==> src/rtl/rstc_pkg.sv <==
package rstc_pkg;
    localparam int STRAP_ADDR_W = 4;
    localparam int SRC_N        = 4;

    typedef struct packed {
        logic [STRAP_ADDR_W-1:0] addr;
        logic                    mid;
        logic                    cl5;
        logic                    auto_op;
    } strap_t;
endpackage

==> src/rtl/rstc_en_filter.sv <==
module rstc_en_filter #(
    parameter int LOW_CYC = 100
) (
    input  logic clk_i,
    input  logic uv_i,
    input  logic pin_en_i,
    output logic hw_rst_o
);
    localparam int CW = $clog2(LOW_CYC + 1);

    typedef struct packed {
        logic          s1;
        logic          s2;
        logic [CW-1:0] cnt;
    } st_t;

    st_t st_d, st_q;

    always_comb begin
        st_d    = st_q;
        st_d.s1 = pin_en_i;
        st_d.s2 = st_q.s1;
        if (st_q.s2) begin
            st_d.cnt = '0;
        end else if (st_q.cnt != CW'(LOW_CYC)) begin
            st_d.cnt = st_q.cnt + 1'b1;
        end
    end

    always_ff @(posedge clk_i or posedge uv_i) begin
        if (uv_i) begin
            st_q.s1  <= 1'b1;
            st_q.s2  <= 1'b1;
            st_q.cnt <= '0;
        end else begin
            st_q <= st_d;
        end
    end

    assign hw_rst_o = (st_q.cnt == CW'(LOW_CYC));


    low_time_chk: assert property (@(posedge clk_i) disable iff (uv_i)
        $rose(hw_rst_o) |-> $past(!st_q.s2));


    held_low_chk: assert property (@(posedge clk_i) disable iff (uv_i)
        (hw_rst_o && !st_q.s2) |=> hw_rst_o);
endmodule

==> src/rtl/rstc_thermal.sv <==
module rstc_thermal #(
    parameter int TW     = 8,
    parameter int TRIP_C = 140,
    parameter int REL_C  = 120
) (
    input  logic          clk_i,
    input  logic          uv_i,
    input  logic [TW-1:0] temp_i,
    output logic          hot_o
);
    localparam logic [TW-1:0] TRIP_V = TW'(TRIP_C);
    localparam logic [TW-1:0] REL_V  = TW'(REL_C);

    typedef struct packed {
        logic hot;
    } st_t;

    st_t st_d, st_q;

    always_comb begin
        st_d = st_q;
        if (temp_i >= TRIP_V) begin
            st_d.hot = 1'b1;
        end else if (temp_i < REL_V) begin
            st_d.hot = 1'b0;
        end
    end

    always_ff @(posedge clk_i or posedge uv_i) begin
        if (uv_i) st_q <= '0;
        else      st_q <= st_d;
    end

    assign hot_o = st_q.hot;


    trip_chk: assert property (@(posedge clk_i) disable iff (uv_i)
        (temp_i >= TRIP_V) |=> hot_o);


    cool_chk: assert property (@(posedge clk_i) disable iff (uv_i)
        (temp_i < REL_V) |=> !hot_o);


    band_hold_chk: assert property (@(posedge clk_i) disable iff (uv_i)
        (temp_i >= REL_V && temp_i < TRIP_V) |=> (hot_o == $past(hot_o)));
endmodule

==> src/rtl/rstc_stretch.sv <==
module rstc_stretch #(
    parameter int SRC_N    = 4,
    parameter int HOLD_CYC = 16
) (
    input  logic             clk_i,
    input  logic             uv_i,
    input  logic [SRC_N-1:0] src_i,
    output logic             rst_o,
    output logic             release_o
);
    localparam int HW = $clog2(HOLD_CYC + 1);

    typedef struct packed {
        logic          rst;
        logic [HW-1:0] cnt;
    } st_t;

    st_t  st_d, st_q;
    logic any_src;

    assign any_src = |src_i;

    always_comb begin
        st_d = st_q;
        if (any_src) begin
            st_d.cnt = HW'(HOLD_CYC);
        end else if (st_q.cnt != '0) begin
            st_d.cnt = st_q.cnt - 1'b1;
        end
        st_d.rst = any_src || (st_q.cnt != '0);
    end

    always_ff @(posedge clk_i or posedge uv_i) begin
        if (uv_i) begin
            st_q.rst <= 1'b1;
            st_q.cnt <= HW'(HOLD_CYC);
        end else begin
            st_q <= st_d;
        end
    end

    assign rst_o     = st_q.rst;
    assign release_o = st_q.rst && !st_d.rst;


    src_rst_chk: assert property (@(posedge clk_i) disable iff (uv_i)
        any_src |=> rst_o);


    hold_cnt_chk: assert property (@(posedge clk_i) disable iff (uv_i)
        !rst_o |-> (st_q.cnt == '0));


    hold_rst_chk: assert property (@(posedge clk_i) disable iff (uv_i)
        (st_q.cnt != '0) |=> rst_o);
endmodule

==> src/rtl/rstc_strap.sv <==
module rstc_strap
    import rstc_pkg::*;
(
    input  logic   clk_i,
    input  logic   uv_i,
    input  logic   capture_i,
    input  strap_t strap_i,
    output strap_t strap_o
);
    typedef struct packed {
        strap_t val;
    } st_t;

    st_t st_d, st_q;

    always_comb begin
        st_d = st_q;
        if (capture_i) begin
            st_d.val = strap_i;
        end
    end

    always_ff @(posedge clk_i or posedge uv_i) begin
        if (uv_i) st_q <= '0;
        else      st_q <= st_d;
    end

    assign strap_o = st_q.val;
endmodule

==> src/rtl/rstc_top.sv <==
module rstc_top
    import rstc_pkg::*;
#(
    parameter int          CLK_HZ   = 1_000_000,
    parameter int          LOW_US   = 100,
    parameter int          HOLD_CYC = 16,
    parameter int          TW       = 8,
    parameter int          TRIP_C   = 140,
    parameter int          REL_C    = 120,
    parameter logic [7:0]  SW_ADDR  = 8'h1A,
    parameter int          SW_BIT   = 4
) (
    input  logic                    clk_i,
    input  logic                    uv_i,
    input  logic                    pin_en_i,
    input  logic                    reg_wr_i,
    input  logic [7:0]              reg_addr_i,
    input  logic [7:0]              reg_wdata_i,
    input  logic [TW-1:0]           temp_i,
    input  logic [STRAP_ADDR_W-1:0] strap_addr_i,
    input  logic                    strap_mid_i,
    input  logic                    strap_cl5_i,
    input  logic                    strap_auto_i,
    output logic                    rst_o,
    output logic                    swrst_rd_o,
    output logic [STRAP_ADDR_W-1:0] lat_addr_o,
    output logic                    lat_mid_o,
    output logic                    lat_cl5_o,
    output logic                    lat_auto_o
);
    localparam int LOW_CYC = (CLK_HZ / 1_000_000) * LOW_US;

    typedef struct packed {
        logic req;
    } st_t;

    st_t             st_d, st_q;
    logic            sw_hit;
    logic            hw_rst;
    logic            hot;
    logic            release_edge;
    logic [SRC_N-1:0] srcs;
    strap_t          strap_in, strap_lat;
    logic            unused_wdata;

    assign sw_hit       = reg_wr_i && (reg_addr_i == SW_ADDR) && reg_wdata_i[SW_BIT];
    assign unused_wdata = ^reg_wdata_i;

    always_comb begin
        st_d     = st_q;
        st_d.req = sw_hit;
    end

    always_ff @(posedge clk_i or posedge uv_i) begin
        if (uv_i) st_q <= '0;
        else      st_q <= st_d;
    end

    assign swrst_rd_o = st_q.req;

    rstc_en_filter #(.LOW_CYC(LOW_CYC)) en_filt_i (
        .clk_i    (clk_i),
        .uv_i     (uv_i),
        .pin_en_i (pin_en_i),
        .hw_rst_o (hw_rst)
    );

    rstc_thermal #(.TW(TW), .TRIP_C(TRIP_C), .REL_C(REL_C)) therm_i (
        .clk_i  (clk_i),
        .uv_i   (uv_i),
        .temp_i (temp_i),
        .hot_o  (hot)
    );

    assign srcs = {hot, st_q.req, hw_rst, uv_i};

    rstc_stretch #(.SRC_N(SRC_N), .HOLD_CYC(HOLD_CYC)) stretch_i (
        .clk_i     (clk_i),
        .uv_i      (uv_i),
        .src_i     (srcs),
        .rst_o     (rst_o),
        .release_o (release_edge)
    );

    assign strap_in = '{addr: strap_addr_i, mid: strap_mid_i,
                        cl5: strap_cl5_i, auto_op: strap_auto_i};

    rstc_strap strap_i (
        .clk_i     (clk_i),
        .uv_i      (uv_i),
        .capture_i (release_edge),
        .strap_i   (strap_in),
        .strap_o   (strap_lat)
    );

    assign lat_addr_o = strap_lat.addr;
    assign lat_mid_o  = strap_lat.mid;
    assign lat_cl5_o  = strap_lat.cl5;
    assign lat_auto_o = strap_lat.auto_op;


    uv_rst_chk: assert property (@(posedge clk_i) uv_i |-> rst_o);


    sw_rst_chk: assert property (@(posedge clk_i) disable iff (uv_i)
        sw_hit |=> ##1 rst_o);


    sw_clear_chk: assert property (@(posedge clk_i) disable iff (uv_i)
        (swrst_rd_o && !sw_hit) |=> !swrst_rd_o);


    strap_frozen_chk: assert property (@(posedge clk_i) disable iff (uv_i)
        (!rst_o && $past(!rst_o)) |-> $stable(strap_lat));
endmodule

==> config.mk <==
export PLATFORM = sky130hd
export DESIGN_NAME = rstc_top
export DESIGN_NICKNAME = d
export VERILOG_FILES = /design/src/rtl/rstc_pkg.sv /design/src/rtl/rstc_en_filter.sv /design/src/rtl/rstc_thermal.sv /design/src/rtl/rstc_stretch.sv /design/src/rtl/rstc_strap.sv /design/src/rtl/rstc_top.sv
export SDC_FILE = /design/constraint.sdc
export NUM_CORES = 1
export LEC_CHECK = 0
export ABC_CLOCK_PERIOD_IN_PS = 3600
export BUFFER_PORTS_ARGS = -buffer_cell sky130_fd_sc_hd__buf_4
export CORE_MARGIN = 3
export CORE_UTILIZATION = 51
export CTS_CLUSTER_DIAMETER = 50
export CTS_CLUSTER_SIZE = 30
export DETAILED_ROUTE_END_ITERATION = 7
export PLACE_DENSITY = 0.8
export SETUP_SLACK_MARGIN = 0.4
export SLEW_MARGIN = 20
export SYNTH_ARGS = -nofsm -noshare
export SYNTH_HDL_FRONTEND = slang
export SYNTH_HIERARCHICAL = 1
export SYNTH_SLANG_ARGS = --single-unit
==> constraint.sdc <==
create_clock -name clk_i -period 3.6 [get_ports clk_i]
set_input_delay 0.54 -clock clk_i [delete_from_list [all_inputs] [get_ports clk_i]]
set_output_delay 0.54 -clock clk_i [all_outputs]
set_load 0.05 [all_outputs]
==> flow_summary.toml, run 1 <==
[pwr]
ir_drop_uv = 402
power_leakage_nw = 0.742
power_density_nw_per_um2 = 509

[placed_design]
portBuffers = 34
place_inst = 161
gp_congestion = 0.806
dpl.hpwl_mm = 1.90
placed_area_sq_um = 1460

[sta]
min_period_ns = 2.36
finClkSkew_ns = 0.00909
drv_slew = 0
whs_ns = 0.0898
rsz0062_at_grt = "no"
finalHoldViolCount = 0
fin_crit_sh_pct = 65.6
finalSetupViolCount = 0
finalSetupTns_ns = 0
slew-limit-headroom_pct = 66.6
tightest_slew_ns = 0.494
max_freq_mhz = 424

[final_layout]
stdcell_count = 165
drive_gt1_share_pct = 39.1
n_antenna_cell = 0
area_delta_synth_final_pct = 25.3
fill_cells = 162
nNetsFinal = 177
design_area_sq_um = 1490

[synthesis]
synth_compound_area_share_pct = 6.23
synthCells = 102
synthArstFlopShare_pct = 100
avgSynthCellArea_sq_um = 11.6
synth_warnings = 6
synthXorXnorAreaFrac_pct = 0.739
syn_area_sq_um = 1180
synth.net_count = 140
synth_edf_count = 0
synthSimpleGateAreaFrac_pct = 23.3
yosys_most_used_dff = "dfrtp_1"
ys_seq_area_share_pct = 51.1
synth_mux_area_share_pct = 11.0
synth-seq-cells = 24
synth_fa_ha_area_share_pct = 3.17
yosysUniqueCellTypes = 32
synth_top_family_by_area = "simple AND/OR/NAND/NOR gates"

[worst_setup_path]
endpoint_kind = "register"
crit_chain = "inv_1 -> ha_1 -> nand4b_4 -> nor3b_4 -> nor4_1 -> and3_1 -> mux2_4"
start_kind = "register"
path_max_fanout = 7
slowest_stage = "and3_1"
cpLargestDelayFamily = "simple AND/OR/NAND/NOR gates"
cp.arrival_ns = 2.55
criticalPathCategory = "register to register"
cp.required_ns = 3.79
crit_path_max_incr_delay_ns = 0.52
critPathBufInv = 1

[clocking]
cts_hold_buffers = 0
cts_tree = "yes"
ctsResizeCount = 0
clk_pin_slew_ns = 0.13
cts.sinks = 24
htreeDepth = 1
clockBufferDepth = 2
cts_root_buf = "clkbuf_4"
cts_setup_buffers = 0
worstSkewPairLatency_ns = 0.30
cts_inserted_buffers = 3

[routing]
drtPass1Iterations = 4
finalWirelength_mm = 2.30
drc = 0
routed-via-count = 907
ant_nets = 0
routedWlPerCell_um = 13.9
viasPerCell = 5.50
drtIter0Drc = 10

[floorplanning]
initial_core_util_pct = 56.9
die_h_um = 54.2
ios = 44
rows = 16
core_sq_um = 2080
dieArea_sq_um = 2940
die_x_um = 54.2

[global_route]
use_met3_pct = 4.71
grt_pass1_vias = 926
grt_pass1_wl_mm = 4.02
antenna_found_initial = 0
met2_usage_pct = 33.7
grtUsageTotal_pct = 19.2
grt_max_degree = 14
grtUsageMet1_pct = 22.7
grt-busiest-layer = "met2"
grt_remaining_overflow = 0

[run_status]
status = "complete, no violations"

[flow_run]
drv_cap = 0

[worst_hold_path]
hp-class = "input pin to asynchronous set/reset pin"
## metrics by stage
step                util (%)  setup slack (ns)  total power, mW
detailed placement      70.1              1.28            0.647
global placement        70.1              1.37            0.637
finish                  71.3              1.24            0.757
global route            71.3              1.08            0.798
floorplan                  -              1.67            0.549
CTS                     71.3              1.25            0.764
## final timing paths
path,start,endpoint,slack [ns],cells past startpoint
setup / recovery,en_filt_i/st_q[0],strap_i/strap_o[1],1.24,7
hold reg to reg,en_filt_i/st_d[7],en_filt_i/st_q[7],0.37,0
min in group clk_i,pin_en_i,en_filt_i/st_d[7],0.34,1
hold / removal,uv_i,swrst_rd_o,0.09,2
setup reg to reg,en_filt_i/st_q[0],strap_i/strap_o[1],1.24,7
max in group asynchronous,uv_i,en_filt_i/st_d[7],3.06,2
## worst reg2reg max path, delay by kind of cell, from the launching register on
family / cells / cell delay (ns)
AND/OR/NAND/NOR: 4 / 1.17
adder cells (fa/ha/maj): 1 / 0.23
flip-flops: 1 / 0.43
multiplexers: 1 / 0.35
buffers and inverters: 1 / 0.08
## layout make-up
| class | count | area [sq um] | share of cell area, % |
|---|---|---|---|
| Tap cell | 27 | 33.8 | 2.27 |
| Inverter | 10 | 37.5 | 2.53 |
| Clock buffer | 4 | 26.3 | 1.77 |
| Sequential cell | 24 | 606 | 40.8 |
| Multi-Input combinational cell | 66 | 527 | 35.5 |
| Timing Repair Buffer | 34 | 255 | 17.2 |
## cells in the final DEF (no fill, tap or decap), drive strengths merged, types with 2 or more instances in the layout
cell,n
buf,34
dfrtp,20
inv,10
nor2,8
mux2,8
nand2,5
a21oi,5
nand2b,5
dfstp,4
clkbuf,4
nand3,3
o21ai,3
or3,3
nand3b,3
ha,3
nor4,3
nor3,2
and3,2
nand4b,2
## synth_stat cells (all sizes together) (3+ instances only)
cell type  count  area share (%)
a21oi          5             2.1
dfrtp         20              42
dfstp          4             8.9
ha             3             3.2
inv           10             3.2
mux2           8              10
nand2          5             1.6
nand2b         5             2.6
nand3          3             1.3
nand3b         3             1.9
nor2           8             2.5
nor4           3             2.1
o21ai          3             1.3
or3            3             1.6
## state kept, by name, summed over array words and instances (netlist names)
signal and count:
en_filt_i/st_q 8, strap_i/strap_o 7, stretch_i/st_q 5, en_filt_i/st_d 1, stretch_i/rst_o 1, swrst_rd_o 1
therm_i/hot_o 1
## power breakdown
group | switching, mW | leakage [nW] | internal (mW)
Clock | 0.0735 | 0.0150 | 0.0431
Combinational | 0.174 | 0.422 | 0.122
Sequential | 0.0296 | 0.305 | 0.314
## layer usage
metal	vias up	routed length, um
met3	4	199
met5	-	0
met1	430	947
met2	41	1140
met4	0	17
li1	432	-
## logic make-up after synthesis
family / Yosys count
AND/OR/NAND/NOR: 41
flip-flops: 24
AO/OA/AOI/OAI: 12
buffers and inverters: 12
multiplexers: 9
adder cells (fa/ha/maj): 3
XOR/XNOR: 1
(Power assumes the default switching activity.)
==> run 2: changes to the inputs <==
ABC_CLOCK_PERIOD_IN_PS = 2300   (was 3600)
CORE_UTILIZATION = 48   (was 51)
PLACE_DENSITY = 0.76   (was 0.8)
clock period = 2.3 ns   (was 3.6 ns; I/O delays follow)
==> run 2 against run 1 <==
Net effect: sequential power is 57% higher; first-iteration DRC count grew to 2.5 times the previous value; cell area increased by 6.6%; largest cell class unchanged; setup slack worse by 0.82 ns; critical endpoint is now strap_i/strap_o[4]; clock-buffer cell count stayed put.
==> flow_summary.toml, run 2 (synthesized netlist as in run 1, its figures left out) <==
[worst_setup_path]
slowest_stage = "dfrtp_1"
cpLargestDelayFamily = "simple AND/OR/NAND/NOR gates"
crit_chain = "inv_2 -> ha_4 -> nand4b_4 -> nor3b_4 -> nor4_4 -> and3_1 -> buf_6 -> mux2_4"
start_kind = "register"
cp.required_ns = 2.51
endpoint_kind = "register"
criticalPathCategory = "register to register"
critPathBufInv = 2
path_max_fanout = 7
crit_path_max_incr_delay_ns = 0.46
cp.arrival_ns = 2.10

[pwr]
power_leakage_nw = 0.785
switchingPower_mw = 0.453
p_comb_share_pct = 39.9
p_seq_share_pct = 44.2
report.power.total_mw = 1.22
p_int_mw = 0.766
power_density_nw_per_um2 = 770
p_clk_share_pct = 15.8
swShare_pct = 37.2
ir_drop_uv = 525

[sta]
finalSetupTns_ns = 0
finClkSkew_ns = 0.00921
finalSetupViolCount = 0
max_freq_mhz = 530
drv_slew = 0
slew-limit-headroom_pct = 76.8
min_period_ns = 1.89
fin_crit_sh_pct = 82.0
finalHoldViolCount = 0
rsz0062_at_grt = "no"
whs_ns = 0.121
tightest_slew_ns = 0.347

[floorplanning]
die_h_um = 55.7
die_x_um = 55.7
dieArea_sq_um = 3100
initial_core_util_pct = 52.1
rows = 17
core_sq_um = 2280
ios = 44

[placed_design]
portBuffers = 34
placed_area_sq_um = 1490
dpl.hpwl_mm = 1.89
gp_congestion = 0.725

[clocking]
clockBufferDepth = 2
cts_inserted_buffers = 3
htreeDepth = 1
cts_tree = "yes"
cts.sinks = 24
clk_pin_slew_ns = 0.12
worstSkewPairLatency_ns = 0.32
cts_root_buf = "clkbuf_4"

[global_route]
use_met3_pct = 4.18
grtUsageTotal_pct = 17.2
grt_pass1_vias = 939
grt_max_degree = 14
grt_remaining_overflow = 0
grt_pass1_wl_mm = 4.19
antenna_found_initial = 0
grtUsageMet1_pct = 21.6
met2_usage_pct = 27.9
grt-busiest-layer = "met2"

[routing]
drc = 0
routed-via-count = 959
viasPerCell = 5.54
finalWirelength_mm = 2.53
routedWlPerCell_um = 14.6
drtIter0Drc = 25
ant_nets = 0
drtPass1Iterations = 5

[final_layout]
final_cell_mix = "buf_4, dfrtp_1, inv_1, nor2_1, mux2_4"
area_delta_synth_final_pct = 33.6
largest_register = "en_filt_i/st_q"
n_antenna_cell = 0
mostFrequentLayoutCell = "buf_4"
drive_gt1_share_pct = 45.5
nNetsFinal = 184
design_area_sq_um = 1580
largest_reg_flops = 8

[flow_run]
drv_cap = 0

[worst_hold_path]
hp-class = "input pin to register"

[run_status]
status = "complete, no violations"
==> run 2: cell types whose count changed in the layout (fill, tap and decap cells not counted) <==
cell           previous run  this run
ha_1                      3         2
buf_6                     0         1
inv_2                     0         2
nor4_4                    0         1
or4_4                     0         1
nor4b_2                   0         1
ha_4                      0         1
nor4_1                    2         1
inv_1                    10         8
or4_1                     1         0
buf_4                    34        39
nor4b_1                   1         0
dlygate4sd3_1             0         1
==> run 2: cell type report <==
| class | instances | area [sq um] |
|---|---|---|
| clock buffer | 4 | 26.3 |
| fill | 155 | 693 |
| inverter | 10 | 37.5 |
| multi-input combinational | 66 | 564 |
| sequential | 24 | 606 |
| tap | 28 | 35.0 |
| timing repair buffer | 41 | 314 |
==> run 2: path summary, 6_finish.rpt <==
path,from,end,slack [ns],cells after the start
max in group asynchronous,uv_i,en_filt_i/st_d[7],1.42,3
min in group asynchronous,uv_i,swrst_rd_o,0.44,3
worst max-delay path,en_filt_i/st_q[0],strap_i/strap_o[4],0.41,8
worst max register to register,en_filt_i/st_q[0],strap_i/strap_o[4],0.41,8
worst min-delay path,pin_en_i,en_filt_i/st_d[7],0.12,1
worst min register to register,en_filt_i/st_d[7],en_filt_i/st_q[7],0.37,0
==> run 2: per-layer routing <==
metal  wire length [um]  vias to the layer above
met5                  0                        -
met3                208                        9
met1               1040                      455
li1                   -                      444
met4                 87                        0
met2               1200                       51
==> run 2: timing repair <==
item,4_1_cts,5_1_grt
gates resized for setup,1,7
buffers inserted,0,3
endpoints found under the setup margin,9,10
pin swaps,1,2
hold endpoints to repair,13,0
hold buffers,1,0
==> run 2: power groups by stage <==
| stage | registers, mW | logic, mW | clock network, mW |
|---|---|---|---|
| finish | 0.539 | 0.487 | 0.193 |
| detailed placement | 0.546 | 0.469 | 0 |
| CTS | 0.538 | 0.474 | 0.198 |
| global route | 0.549 | 0.515 | 0.218 |
| global placement | 0.538 | 0.461 | 0 |
| floorplan | 0.721 | 0.139 | 0 |
==> run 2: per-stage QoR <==
step,util (%),cells,setup WS [ns]
after CTS,67.2,170,0.399
after global placement,65.4,165,0.323
final,69.5,173,0.415
after floorplan,-,102,0.418
after detailed placement,65.4,165,0.302
after global routing,69.5,173,0.359
==> run 3: changes to the inputs <==
ABC_CLOCK_PERIOD_IN_PS = 1600   (was 2300)
CORE_UTILIZATION = 43   (was 48)
PLACE_DENSITY = 0.72   (was 0.76)
clock period = 1.6 ns   (was 2.3 ns; I/O delays follow)
==> run 3 against run 2 <==
Net effect: the flow now finishes with violations (setup timing); non-clock buffer count increased by 14; critical path depth is the same; fmax up 6.5%; clock power up 41%; critical endpoint is now strap_i/strap_o[6]; largest cell class is now multi-input gates; largest power group is now combinational cells.
==> flow_summary.toml, run 3 (synthesized netlist as in run 1, its figures left out) <==
[final_layout]
n_antenna_cell = 0
area_delta_synth_final_pct = 49.8
multi_input_area_sq_um = 623
largest_register = "en_filt_i/st_q"
design_area_sq_um = 1780
largest_reg_flops = 8
nNetsFinal = 198
fill_cells = 191
mostFrequentLayoutCell = "buf_4"
regArea_sq_um = 606
final_cell_mix = "buf_4, dfrtp_1, inv_1, mux2_4, nor2_1"
drive_gt1_share_pct = 56.0

[sta]
finClkSkew_ns = 0.00637
tightest_slew_ns = 0.363
finalHoldViolCount = 0
fin_ws_ns = -0.171
rsz0062_at_grt = "yes"
drv_slew = 0
fin_crit_sh_pct = 111
slew-limit-headroom_pct = 75.8
finalSetupTns_ns = -1.57
min_period_ns = 1.77
max_freq_mhz = 565
finalSetupViolCount = 11

[worst_setup_path]
criticalPathCategory = "register to register"
path_max_fanout = 7
cp.arrival_ns = 1.98
cp.required_ns = 1.80
worstSetupStartpoint = "en_filt_i/st_q[0]"
start_kind = "register"
endpoint_kind = "register"
r2r_start = "en_filt_i/st_q[0]"

[routing]
routedWlPerCell_um = 14.7
viasPerCell = 5.28
ant_nets = 0
drc = 0
drtPass1Iterations = 4
finalWirelength_mm = 2.79
routed-via-count = 998
drtIter0Drc = 32

[pwr]
ir_drop_uv = 819
power_density_nw_per_um2 = 1020
power_leakage_nw = 0.867
report.power.total_mw = 1.81

[floorplanning]
ios = 44
core_sq_um = 2540
rows = 18
dieArea_sq_um = 3420
die_x_um = 58.5
initial_core_util_pct = 46.6
die_h_um = 58.5

[clocking]
cts_root_buf = "clkbuf_4"
cts_tree = "yes"
clk_pin_slew_ns = 0.13
cts_inserted_buffers = 3
worstSkewPairLatency_ns = 0.31
clockBufferDepth = 2
htreeDepth = 1
cts.sinks = 24

[placed_design]
pre_cts_ws_ns = -0.315
portBuffers = 34
dpl.hpwl_mm = 1.95
placed_area_sq_um = 1600
gp_congestion = 0.857

[run_status]
status = "finished with violations"
violations = "setup timing"

[flow_run]
drv_cap = 0

[worst_hold_path]
hp-class = "input pin to register"
min_from = "reg_addr_i[7]"

[global_route]
grt_max_degree = 14
antenna_found_initial = 0
grtUsageTotal_pct = 17.6
grt_pass1_vias = 1050
grt_pass1_wl_mm = 4.56
grt_remaining_overflow = 0
[run 3: path summary, 6_finish.rpt]
check                                     end  slack (ns)  depth (start not counted)
max in group asynchronous   en_filt_i/st_d[7]        0.73                          3
min in group asynchronous          swrst_rd_o        0.42                          3
setup reg to reg           strap_i/strap_o[6]       -0.17                          8
hold reg to reg             en_filt_i/st_q[7]        0.37                          0
hold / removal                     swrst_rd_o        0.06                          2
setup / recovery           strap_i/strap_o[6]       -0.17                          8
[run 3: where the power goes]
group	internal [mW]	total [mW]	switching, mW
logic	0.335	0.773	0.438
clock network	0.0974	0.272	0.174
registers	0.707	0.768	0.0618
total	1.14	1.81	0.674
[run 3: critical path, cell delays in order (launching register included)]
cell and delay [ns]:
dfrtp_1 0.42, inv_2 0.09, ha_4 0.14, nand4b_4 0.11, nor3b_4 0.23, nor4_2 0.06, and3_1 0.18, buf_12 0.15
mux2_4 0.29
[run 3: per-layer routing]
| metal | track usage [%] | vias to the layer above | wire (um) |
|---|---|---|---|
| li1 | - | 470 | - |
| met4 | 8.28 | 0 | 58 |
| met5 | 0 | - | 0 |
| met1 | 21.5 | 469 | 1130 |
| met3 | 2.41 | 8 | 206 |
| met2 | 30.6 | 51 | 1390 |
[run 3: area by class of cell]
| cell class | count | share of cell area [%] |
|---|---|---|
| inverters | 10 | 2.11 |
| well taps | 30 | 2.11 |
| repair buffers | 55 | 25.1 |
| flip-flops and latches | 24 | 34.1 |
| multi-input cells | 66 | 35.1 |
| clock buffers | 4 | 1.48 |
[run 3: what timing repair did]
| action | 4_1_cts | 5_1_grt |
|---|---|---|
| pin swaps | 11 | 2 |
| buffers inserted | 2 | 2 |
| endpoints found under the hold margin | 20 | 1 |
| hold buffers | 1 | 1 |
| resized for setup | 17 | 6 |
| endpoints found under the setup margin | 20 | 22 |
[run 3: metrics by stage]
| stage | std cells | hold slack, ns | util, % |
|---|---|---|---|
| after global routing | 189 | 0.0571 | 69.8 |
| after detailed placement | 179 | 0.131 | 62.7 |
| final | 189 | 0.0599 | 69.8 |
| after CTS | 186 | 0.0144 | 67.6 |
| after global placement | 179 | 0.131 | 62.7 |
| after floorplan | 102 | -0.0313 | - |
